===== config.mk =====
export PLATFORM = sky130hd
export DESIGN_NAME = xlat_walker
export DESIGN_NICKNAME = d
export VERILOG_FILES = /design/src/rtl/xlat_pkg.sv /design/src/rtl/xlat_l1_decode.sv /design/src/rtl/xlat_l2_decode.sv /design/src/rtl/xlat_dom_lookup.sv /design/src/rtl/xlat_exec_guard.sv /design/src/rtl/xlat_walker.sv
export SDC_FILE = /design/constraint.sdc
export NUM_CORES = 1
export LEC_CHECK = 0
export BUFFER_PORTS_ARGS = -buffer_cell sky130_fd_sc_hd__buf_2
export CAP_MARGIN = 40
export CELL_PAD_IN_SITES_DETAIL_PLACEMENT = 1
export CELL_PAD_IN_SITES_GLOBAL_PLACEMENT = 1
export CORE_UTILIZATION = 36
export CTS_CLUSTER_SIZE = 12
export DETAILED_ROUTE_END_ITERATION = 10
export MAX_ROUTING_LAYER = met4
export PLACE_DENSITY_LB_ADDON = 0.1
export RECOVER_POWER = 25
export SETUP_SLACK_MARGIN = 0.3
export SLEW_MARGIN = 40
export SYNTH_ARGS = -nofsm -noshare
export SYNTH_HDL_FRONTEND = slang
export SYNTH_SLANG_ARGS = --single-unit

===== constraint.sdc =====
create_clock -name clk -period 2.6 [get_ports clk]
set_clock_uncertainty 0.05 [all_clocks]
set_input_delay 0.39 -clock clk [delete_from_list [all_inputs] [get_ports clk]]
set_output_delay 0.39 -clock clk [all_outputs]
set_load 0.05 [all_outputs]

===== src/rtl/xlat_pkg.sv =====
package xlat_pkg;

    localparam int XW        = 32;
    localparam int BASE_LSB  = 14;
    localparam int SEC_LSB   = 20;
    localparam int SUP_LSB   = 24;
    localparam int PAGE_LSB  = 12;
    localparam int TAB_LSB   = 10;

    typedef enum logic [1:0] {
        ACC_RD  = 2'd0,
        ACC_WR  = 2'd1,
        ACC_IF  = 2'd2,
        ACC_RSV = 2'd3
    } acc_kind_e;

    typedef enum logic [1:0] {
        DOM_NONE   = 2'd0,
        DOM_CLIENT = 2'd1,
        DOM_RSV    = 2'd2,
        DOM_MGR    = 2'd3
    } dom_acc_e;

    typedef enum logic [2:0] {
        ST_IDLE   = 3'd0,
        ST_L1_RD  = 3'd1,
        ST_L1_CHK = 3'd2,
        ST_L2_RD  = 3'd3,
        ST_L2_CHK = 3'd4,
        ST_DONE   = 3'd5
    } walk_state_e;

    localparam logic [3:0] FC_NONE     = 4'd0;
    localparam logic [3:0] FC_L1_XLAT  = 4'd5;
    localparam logic [3:0] FC_L2_XLAT  = 4'd7;
    localparam logic [3:0] FC_DOM_SEC  = 4'd9;
    localparam logic [3:0] FC_DOM_PAGE = 4'd11;
    localparam logic [3:0] FC_PRM_SEC  = 4'd13;
    localparam logic [3:0] FC_PRM_PAGE = 4'd15;

    typedef struct packed {
        logic          fault;
        logic [3:0]    code;
        logic [XW-1:0] pa;
        logic [2:0]    ap;
        logic          xn;
        logic          mgr;
    } xlat_res_t;

endpackage


===== src/rtl/xlat_l1_decode.sv =====
module xlat_l1_decode
    import xlat_pkg::*;
(
    input  logic [XW-1:0] desc,
    input  logic [XW-1:0] va,
    input  logic          feat_pxn,
    output logic          bad,
    output logic          is_table,
    output logic [3:0]    domain,
    output logic [XW-1:0] sec_pa,
    output logic [2:0]    sec_ap,
    output logic          sec_xn,
    output logic          sec_pxn,
    output logic          tab_pxn,
    output logic [XW-1:0] l2_addr
);
    logic [1:0] kind;
    logic       is_super;
    logic       unused_l1;

    always_comb begin
        kind     = desc[1:0];
        bad      = (kind == 2'd0) || ((kind == 2'd3) && !feat_pxn);
        is_table = (kind == 2'd1);
        is_super = !is_table && desc[18];
        domain   = is_super ? 4'd0 : desc[8:5];
        if (is_super) begin
            sec_pa = {desc[XW-1:SUP_LSB], va[SUP_LSB-1:0]};
        end else begin
            sec_pa = {desc[XW-1:SEC_LSB], va[SEC_LSB-1:0]};
        end
        sec_ap  = {desc[15], desc[11:10]};
        sec_xn  = desc[4];
        sec_pxn = desc[0];
        tab_pxn = feat_pxn & desc[2];
        l2_addr = {desc[XW-1:TAB_LSB], va[SEC_LSB-1:PAGE_LSB], 2'b00};
    end

    assign unused_l1 = ^{desc[19], desc[17:16], desc[14:12], desc[9], desc[3],
                         va[XW-1:SUP_LSB]};
endmodule


===== src/rtl/xlat_l2_decode.sv =====
module xlat_l2_decode
    import xlat_pkg::*;
(
    input  logic [XW-1:0] desc,
    input  logic [XW-1:0] va,
    output logic          bad,
    output logic [XW-1:0] pg_pa,
    output logic [2:0]    pg_ap,
    output logic          pg_xn
);
    logic unused_l2;

    always_comb begin
        bad   = !desc[1];
        pg_pa = {desc[XW-1:PAGE_LSB], va[PAGE_LSB-1:0]};
        pg_ap = {desc[9], desc[5:4]};
        pg_xn = desc[0];
    end

    assign unused_l2 = ^{desc[11:10], desc[8:6], desc[3:2], va[XW-1:PAGE_LSB]};
endmodule


===== src/rtl/xlat_dom_lookup.sv =====
module xlat_dom_lookup
    import xlat_pkg::*;
#(
    parameter int DOM_COUNT = 16,
    localparam int DOM_IDX_W = $clog2(DOM_COUNT)
) (
    input  logic [2*DOM_COUNT-1:0] dacr,
    input  logic [DOM_IDX_W-1:0]   idx,
    output dom_acc_e               acc
);
    logic [1:0] field [DOM_COUNT];

    for (genvar g = 0; g < DOM_COUNT; g++) begin : g_field
        assign field[g] = dacr[2*g +: 2];
    end

    assign acc = dom_acc_e'(field[idx]);
endmodule


===== src/rtl/xlat_exec_guard.sv =====
module xlat_exec_guard
    import xlat_pkg::*;
(
    input  logic      xn,
    input  logic      pxn,
    input  logic      user,
    input  acc_kind_e kind,
    input  logic      mgr,
    output logic      xn_eff,
    output logic      deny
);
    always_comb begin
        xn_eff = !mgr && (xn || (pxn && !user));
        deny   = (kind == ACC_IF) && xn_eff;
    end
endmodule


===== src/rtl/xlat_walker.sv =====
module xlat_walker
    import xlat_pkg::*;
#(
    parameter int DOM_COUNT = 16,
    localparam int DOM_IDX_W = $clog2(DOM_COUNT),
    localparam int STAGES    = 2
) (
    input  logic                   clk,
    input  logic                   rst_n,
    input  logic                   req_valid,
    output logic                   req_ready,
    input  logic [XW-1:0]          req_va,
    input  logic [1:0]             req_kind,
    input  logic                   req_user,
    input  logic [XW-1:0]          cfg_base,
    input  logic [2*DOM_COUNT-1:0] cfg_dom,
    input  logic                   cfg_pxn_on,
    input  logic                   cfg_lpa_on,
    output logic                   mem_req,
    output logic [XW-1:0]          mem_addr,
    input  logic                   mem_ack,
    input  logic [XW-1:0]          mem_rdata,
    output logic                   done,
    output logic                   fault,
    output logic [3:0]             fault_code,
    output logic [XW-1:0]          pa,
    output logic [2:0]             perm_ap,
    output logic                   perm_xn,
    output logic                   dom_mgr
);
    walk_state_e state_q, state_d;

    logic [XW-1:0] va_q, d1_q, d2_q;
    acc_kind_e     kind_q;
    logic          user_q, tpxn_q, mgr_q;
    xlat_res_t     res_q, res_d;

    logic          feat_pxn;
    logic [XW-1:0] l1_addr;
    logic          unused_base;

    logic          l1_bad, l1_table, l1_sxn, l1_spxn, l1_tpxn;
    logic [3:0]    l1_dom;
    logic [XW-1:0] l1_spa, l1_l2addr;
    logic [2:0]    l1_sap;
    dom_acc_e      dom_acc;
    logic          dom_block, dom_is_mgr;

    logic          l2_bad, l2_xn;
    logic [XW-1:0] l2_pa;
    logic [2:0]    l2_ap;

    logic          g_xn   [STAGES];
    logic          g_pxn  [STAGES];
    logic          g_mgr  [STAGES];
    logic          g_eff  [STAGES];
    logic          g_deny [STAGES];

    assign feat_pxn    = cfg_pxn_on | cfg_lpa_on;
    assign l1_addr     = {cfg_base[XW-1:BASE_LSB], va_q[XW-1:SEC_LSB], 2'b00};
    assign unused_base = ^cfg_base[BASE_LSB-1:0];

    xlat_l1_decode u_l1 (
        .desc     (d1_q),
        .va       (va_q),
        .feat_pxn (feat_pxn),
        .bad      (l1_bad),
        .is_table (l1_table),
        .domain   (l1_dom),
        .sec_pa   (l1_spa),
        .sec_ap   (l1_sap),
        .sec_xn   (l1_sxn),
        .sec_pxn  (l1_spxn),
        .tab_pxn  (l1_tpxn),
        .l2_addr  (l1_l2addr)
    );

    xlat_dom_lookup #(.DOM_COUNT(DOM_COUNT)) u_dom (
        .dacr (cfg_dom),
        .idx  (l1_dom[DOM_IDX_W-1:0]),
        .acc  (dom_acc)
    );

    assign dom_block  = (dom_acc == DOM_NONE) || (dom_acc == DOM_RSV);
    assign dom_is_mgr = (dom_acc == DOM_MGR);

    xlat_l2_decode u_l2 (
        .desc  (d2_q),
        .va    (va_q),
        .bad   (l2_bad),
        .pg_pa (l2_pa),
        .pg_ap (l2_ap),
        .pg_xn (l2_xn)
    );

    // Stage 0 guards a section result, stage 1 a small page result.
    assign g_xn[0]  = l1_sxn;
    assign g_pxn[0] = l1_spxn;
    assign g_mgr[0] = dom_is_mgr;
    assign g_xn[1]  = l2_xn;
    assign g_pxn[1] = tpxn_q;
    assign g_mgr[1] = mgr_q;

    for (genvar s = 0; s < STAGES; s++) begin : g_guard
        xlat_exec_guard u_guard (
            .xn     (g_xn[s]),
            .pxn    (g_pxn[s]),
            .user   (user_q),
            .kind   (kind_q),
            .mgr    (g_mgr[s]),
            .xn_eff (g_eff[s]),
            .deny   (g_deny[s])
        );
    end

    // State register
    always_ff @(posedge clk) begin
        if (!rst_n) begin
            state_q <= ST_IDLE;
        end else begin
            state_q <= state_d;
        end
    end

    // Transitions
    always_comb begin
        state_d = state_q;
        unique case (state_q)
            ST_IDLE:   if (req_valid) state_d = ST_L1_RD;
            ST_L1_RD:  if (mem_ack)   state_d = ST_L1_CHK;
            ST_L1_CHK: begin
                if (!l1_bad && !dom_block && l1_table) begin
                    state_d = ST_L2_RD;
                end else begin
                    state_d = ST_DONE;
                end
            end
            ST_L2_RD:  if (mem_ack)   state_d = ST_L2_CHK;
            ST_L2_CHK: state_d = ST_DONE;
            ST_DONE:   state_d = ST_IDLE;
            default:   state_d = ST_IDLE;
        endcase
    end

    // Result formation in the two check states
    always_comb begin
        res_d = '0;
        unique case (state_q)
            ST_L1_CHK: begin
                if (l1_bad) begin
                    res_d.fault = 1'b1;
                    res_d.code  = FC_L1_XLAT;
                end else if (dom_block) begin
                    res_d.fault = 1'b1;
                    res_d.code  = l1_table ? FC_DOM_PAGE : FC_DOM_SEC;
                end else if (!l1_table) begin
                    if (g_deny[0]) begin
                        res_d.fault = 1'b1;
                        res_d.code  = FC_PRM_SEC;
                    end else begin
                        res_d.pa  = l1_spa;
                        res_d.ap  = l1_sap;
                        res_d.xn  = g_eff[0];
                        res_d.mgr = dom_is_mgr;
                    end
                end
            end
            ST_L2_CHK: begin
                if (l2_bad) begin
                    res_d.fault = 1'b1;
                    res_d.code  = FC_L2_XLAT;
                end else if (g_deny[1]) begin
                    res_d.fault = 1'b1;
                    res_d.code  = FC_PRM_PAGE;
                end else begin
                    res_d.pa  = l2_pa;
                    res_d.ap  = l2_ap;
                    res_d.xn  = g_eff[1];
                    res_d.mgr = mgr_q;
                end
            end
            default: res_d = '0;
        endcase
    end

    // Datapath registers
    always_ff @(posedge clk) begin
        if (!rst_n) begin
            va_q   <= '0;
            kind_q <= ACC_RD;
            user_q <= 1'b0;
            d1_q   <= '0;
            d2_q   <= '0;
            tpxn_q <= 1'b0;
            mgr_q  <= 1'b0;
            res_q  <= '0;
        end else begin
            if ((state_q == ST_IDLE) && req_valid) begin
                va_q   <= req_va;
                kind_q <= acc_kind_e'(req_kind);
                user_q <= req_user;
            end
            if ((state_q == ST_L1_RD) && mem_ack) begin
                d1_q <= mem_rdata;
            end
            if ((state_q == ST_L2_RD) && mem_ack) begin
                d2_q <= mem_rdata;
            end
            if (state_q == ST_L1_CHK) begin
                tpxn_q <= l1_tpxn;
                mgr_q  <= dom_is_mgr;
            end
            if ((state_q == ST_L1_CHK) || (state_q == ST_L2_CHK)) begin
                res_q <= res_d;
            end
        end
    end

    // Outputs
    always_comb begin
        req_ready  = (state_q == ST_IDLE);
        mem_req    = 1'b0;
        mem_addr   = '0;
        done       = (state_q == ST_DONE);
        unique case (state_q)
            ST_L1_RD: begin
                mem_req  = 1'b1;
                mem_addr = l1_addr;
            end
            ST_L2_RD: begin
                mem_req  = 1'b1;
                mem_addr = l1_l2addr;
            end
            default: begin
                mem_req  = 1'b0;
                mem_addr = '0;
            end
        endcase
        fault      = res_q.fault;
        fault_code = res_q.code;
        pa         = res_q.pa;
        perm_ap    = res_q.ap;
        perm_xn    = res_q.xn;
        dom_mgr    = res_q.mgr;
    end
endmodule


==> metrics.md <==
| Metric | Value |
|---|---|
| Port Buffers | `196` |
| Net Switching | `1.520 mW` |
| Yosys warning count | `0` |
| Path type of the worst setup path | `register to register` |
| Design area | `8054 um^2` |
| Setup TNS Final | `0 ns` |
| Htree depth | `4` |
| Drt pass-1 iters | `4` |
| Crit path required time | `2.90 ns` |
| Synth Cell Area | `6132 um^2` |
| Post-synth EDFFs | `0` |
| Top FF cell, synth | `dfxtp_1` |
| GRT Residual Overflow | `0` |
| # DRC | `0` |
| Flop pwr share | `42.6%` |
| Ports | `214` |
| CTS tree | `built` |
| Combinational group share of total power | `14.7%` |
| DP Wirelength | `14540 um` |
| Largest net degree at the start of global routing | `86` |
| Clock Latency Late Sink | `0.42 ns` |
| Clock Pin Slew Worst Setup and Hold Paths | `0.06 ns` |
| Total power | `5.181 mW` |
| Share of cells above drive strength 1 | `31.32%` |
| Initial antenna violation count | `0` |
| CP Launch Type | `register` |
| Pins Over Slew Limit | `0` |
| Via Count | `6091` |
| Synth unique cells | `56` |
| CP max stage cell | `nor3b_2` |
| HP Class | `input port to register` |
| Min Tclk post-route | `2.243 ns` |
| Synth-to-Final Area Change | `31.34%` |
| Initial Utilization | `36.98%` |
| Ant diodes | `0` |
| Gr usage total | `25.06%` |
| Die X | `132.5 um` |
| Nets | `1085` |
| Sink Count | `136` |
| CP max FO | `20` |
| Critical path capture point type | `register` |
| # Max-Cap Violations | `0` |
| Fin. Hold Viols | `0` |
| Endpoints failing setup | `0` |
| Hold_buf cts | `0` |
| Clk network pwr share | `42.6%` |
| Post-Route WL | `21420 um` |
| Unrepaired setup endpoints after global routing | `yes` |
| Post-DRT Antenna Nets | `0` |
| Crit share post-route | `86.27%` |
| RePlAce Congestion | `0.8120` |
| Maximum clock rate | `445.8 MHz` |
| Internal power | `3.661 mW` |
| Max clock buf depth | `2` |
| DR WL/cell | `18.14 um` |
| Die height | `132.5 um` |
| Switch share | `29.34%` |
| Slew @ Worst Pin | `0.7889 ns` |
| Run status | `finished, final reports clean` |
| Die area | `17560 um^2` |
| Power per cell area | `643.3 nW/um^2` |
| Core Util, Final | `48.57%` |
| Via density | `5.157` |
| First-pass GRT wire length | `33220 um` |
| Initial drt markers | `288` |
| Post-synthesis sequential area ratio | `44.40%` |
| Peak supply drop | `0.5319 mV` |
| Vias in the first global route | `6444` |
| CP max stage delay | `0.36 ns` |
| Rel. slew slack | `47.40%` |
| Synth async-reset ratio | `0%` |
| Arr. time, crit path | `2.54 ns` |
| Clk root buf | `clkbuf_16` |
| DP Area | `7410 um^2` |
| Synthesized area per cell | `8.037 um^2` |
| Yosys reg bits | `136` |
| Syn Inst Count | `763` |
| Fillers | `2095` |
| CP cell instances | `nor2_1, and3_1, nor2b_1, nor3b_2, buf_4, a22oi_1, o21ai_2` |
| Rows | `47` |
| CTS buffer count | `17` |
| Pleak | `3.032 nW` |
| Core area | `16580 um^2` |
[per-stage QoR]
step,worst slack [ns],instances,hold WS (ns)
2_1_floorplan,0.3570,764,0.3812
3_3_place_gp,0.2117,1144,0.3920
3_5_place_dp,0.08998,1144,0.3977
4_1_cts,0.2892,1177,0.1369
5_1_grt,0.2239,1181,0.1470
6_report,0.3569,1181,0.1498
[worst max-delay path: cells and delay by family (launching register included)]
kind                   cells  cell delay (ns)
and+or+nand+nor            4             1.15
buffers and inverters      1             0.36
DFF                        1             0.35
AOI/OAI and AO/OA          2             0.26
[logic make-up (layout without fill, tap and decap cells)]
family / count (synthesis) / in the layout / share of synthesized area [%]
other: 1 / 2 / 0.06115
AOI/OAI and AO/OA: 211 / 211 / 22.12
muxes: 43 / 43 / 7.692
DFF: 136 / 136 / 44.40
buffers and inverters: 100 / 297 / 7.223
and+or+nand+nor: 270 / 270 / 18.22
xor gates and xnor gates: 2 / 2 / 0.2857
[cell usage after synthesis (all sizes together) (2+ instances only)]
master	number	area, um^2
inv	40	150.1
and2	3	18.77
nor2b	2	15.02
mux2i	40	400.4
clkbuf	40	150.1
o21ai	40	305.3
mux4	3	71.32
dfxtp	136	2723
nand2	196	735.7
a22oi	38	299.0
o32ai	2	25.03
and3	4	30.03
o21a	3	22.52
o22ai	6	50.04
nand3	3	15.01
nor3b	2	15.01
nor4	2	12.51
buf	20	142.6
nand2b	5	31.28
a21oi	110	550.5
nor3	4	25.02
o311ai	2	17.52
nor2	42	165.2
[power by group through the flow]
stage / Sequential [mW] / Clock, mW / Combinational [mW]
2_1_floorplan: 2.24 / 0 / 0.471
3_3_place_gp: 2.25 / 0 / 0.715
3_5_place_dp: 2.25 / 0 / 0.732
4_1_cts: 2.21 / 2.26 / 0.739
5_1_grt: 2.22 / 2.36 / 0.823
6_report: 2.21 / 2.21 / 0.764
[layout make-up]
class | instances | area (um^2) | share of cell area (%)
multi-input combinational | 528 | 3112 | 38.64
sequential | 136 | 2735 | 33.96
timing repair buffer | 225 | 1241 | 15.41
clock buffer | 19 | 442.9 | 5.499
tap | 220 | 275.3 | 3.418
inverter | 40 | 151.4 | 1.880
clock inverter | 13 | 96.34 | 1.196
[registers in the layout (all words and copies together), names as in the netlist]
| signal | count |
|---|---|
| d1_q | 30 |
| d2_q | 25 |
| dom_mgr | 1 |
| fault_code | 4 |
| kind_q | 2 |
| mgr_q | 1 |
| pa | 32 |
| perm_ap | 3 |
| perm_xn | 1 |
| state_q | 3 |
| tpxn_q | 1 |
| user_q | 1 |
| va_q | 32 |
[timing repair]
item                                    in CTS  in global routing
gates resized for setup                      8                 22
buffers inserted                             0                  3
pin swaps                                    1                  3
endpoints found under the setup margin      66                 67
cloned                                       1                  1
[worst paths after layout]
| path | cells after the start | startpoint | slack (ns) | endpoint |
|---|---|---|---|---|
| min reg2reg | 2 | va_q[25] | 0.40 | va_q[25] |
| max | 7 | state_q[1] | 0.36 | pa[9] |
| max reg2reg | 7 | state_q[1] | 0.36 | pa[9] |
| min | 3 | mem_rdata[6] | 0.15 | d1_q[6] |
[placed cells by master, fill, tap and decap left out, drive strengths merged, types with 3 or more instances in the layout]
cell,instances
nand2b,5
buf,175
nand3,3
clkbuf,69
nor2,42
mux4,3
and2,3
a21oi,110
a22oi,38
nor3,4
clkinvlp,5
nand2,196
dfxtp,136
o21ai,40
mux2i,40
o22ai,6
o21a,3
inv,43
and3,4
clkinv,5
[per-layer routing]
metal | routed length (um) | vias to the layer above | GRT usage, %
met3 | 824 | 25 | 4.215
met1 | 9480 | 2971 | 29.50
li1 | - | 2946 | -
met5 | 0 | - | -
met2 | 10830 | 149 | 43.51
met4 | 290 | 0 | 7.599
No activity file was read; power rests on OpenSTA's default activity.
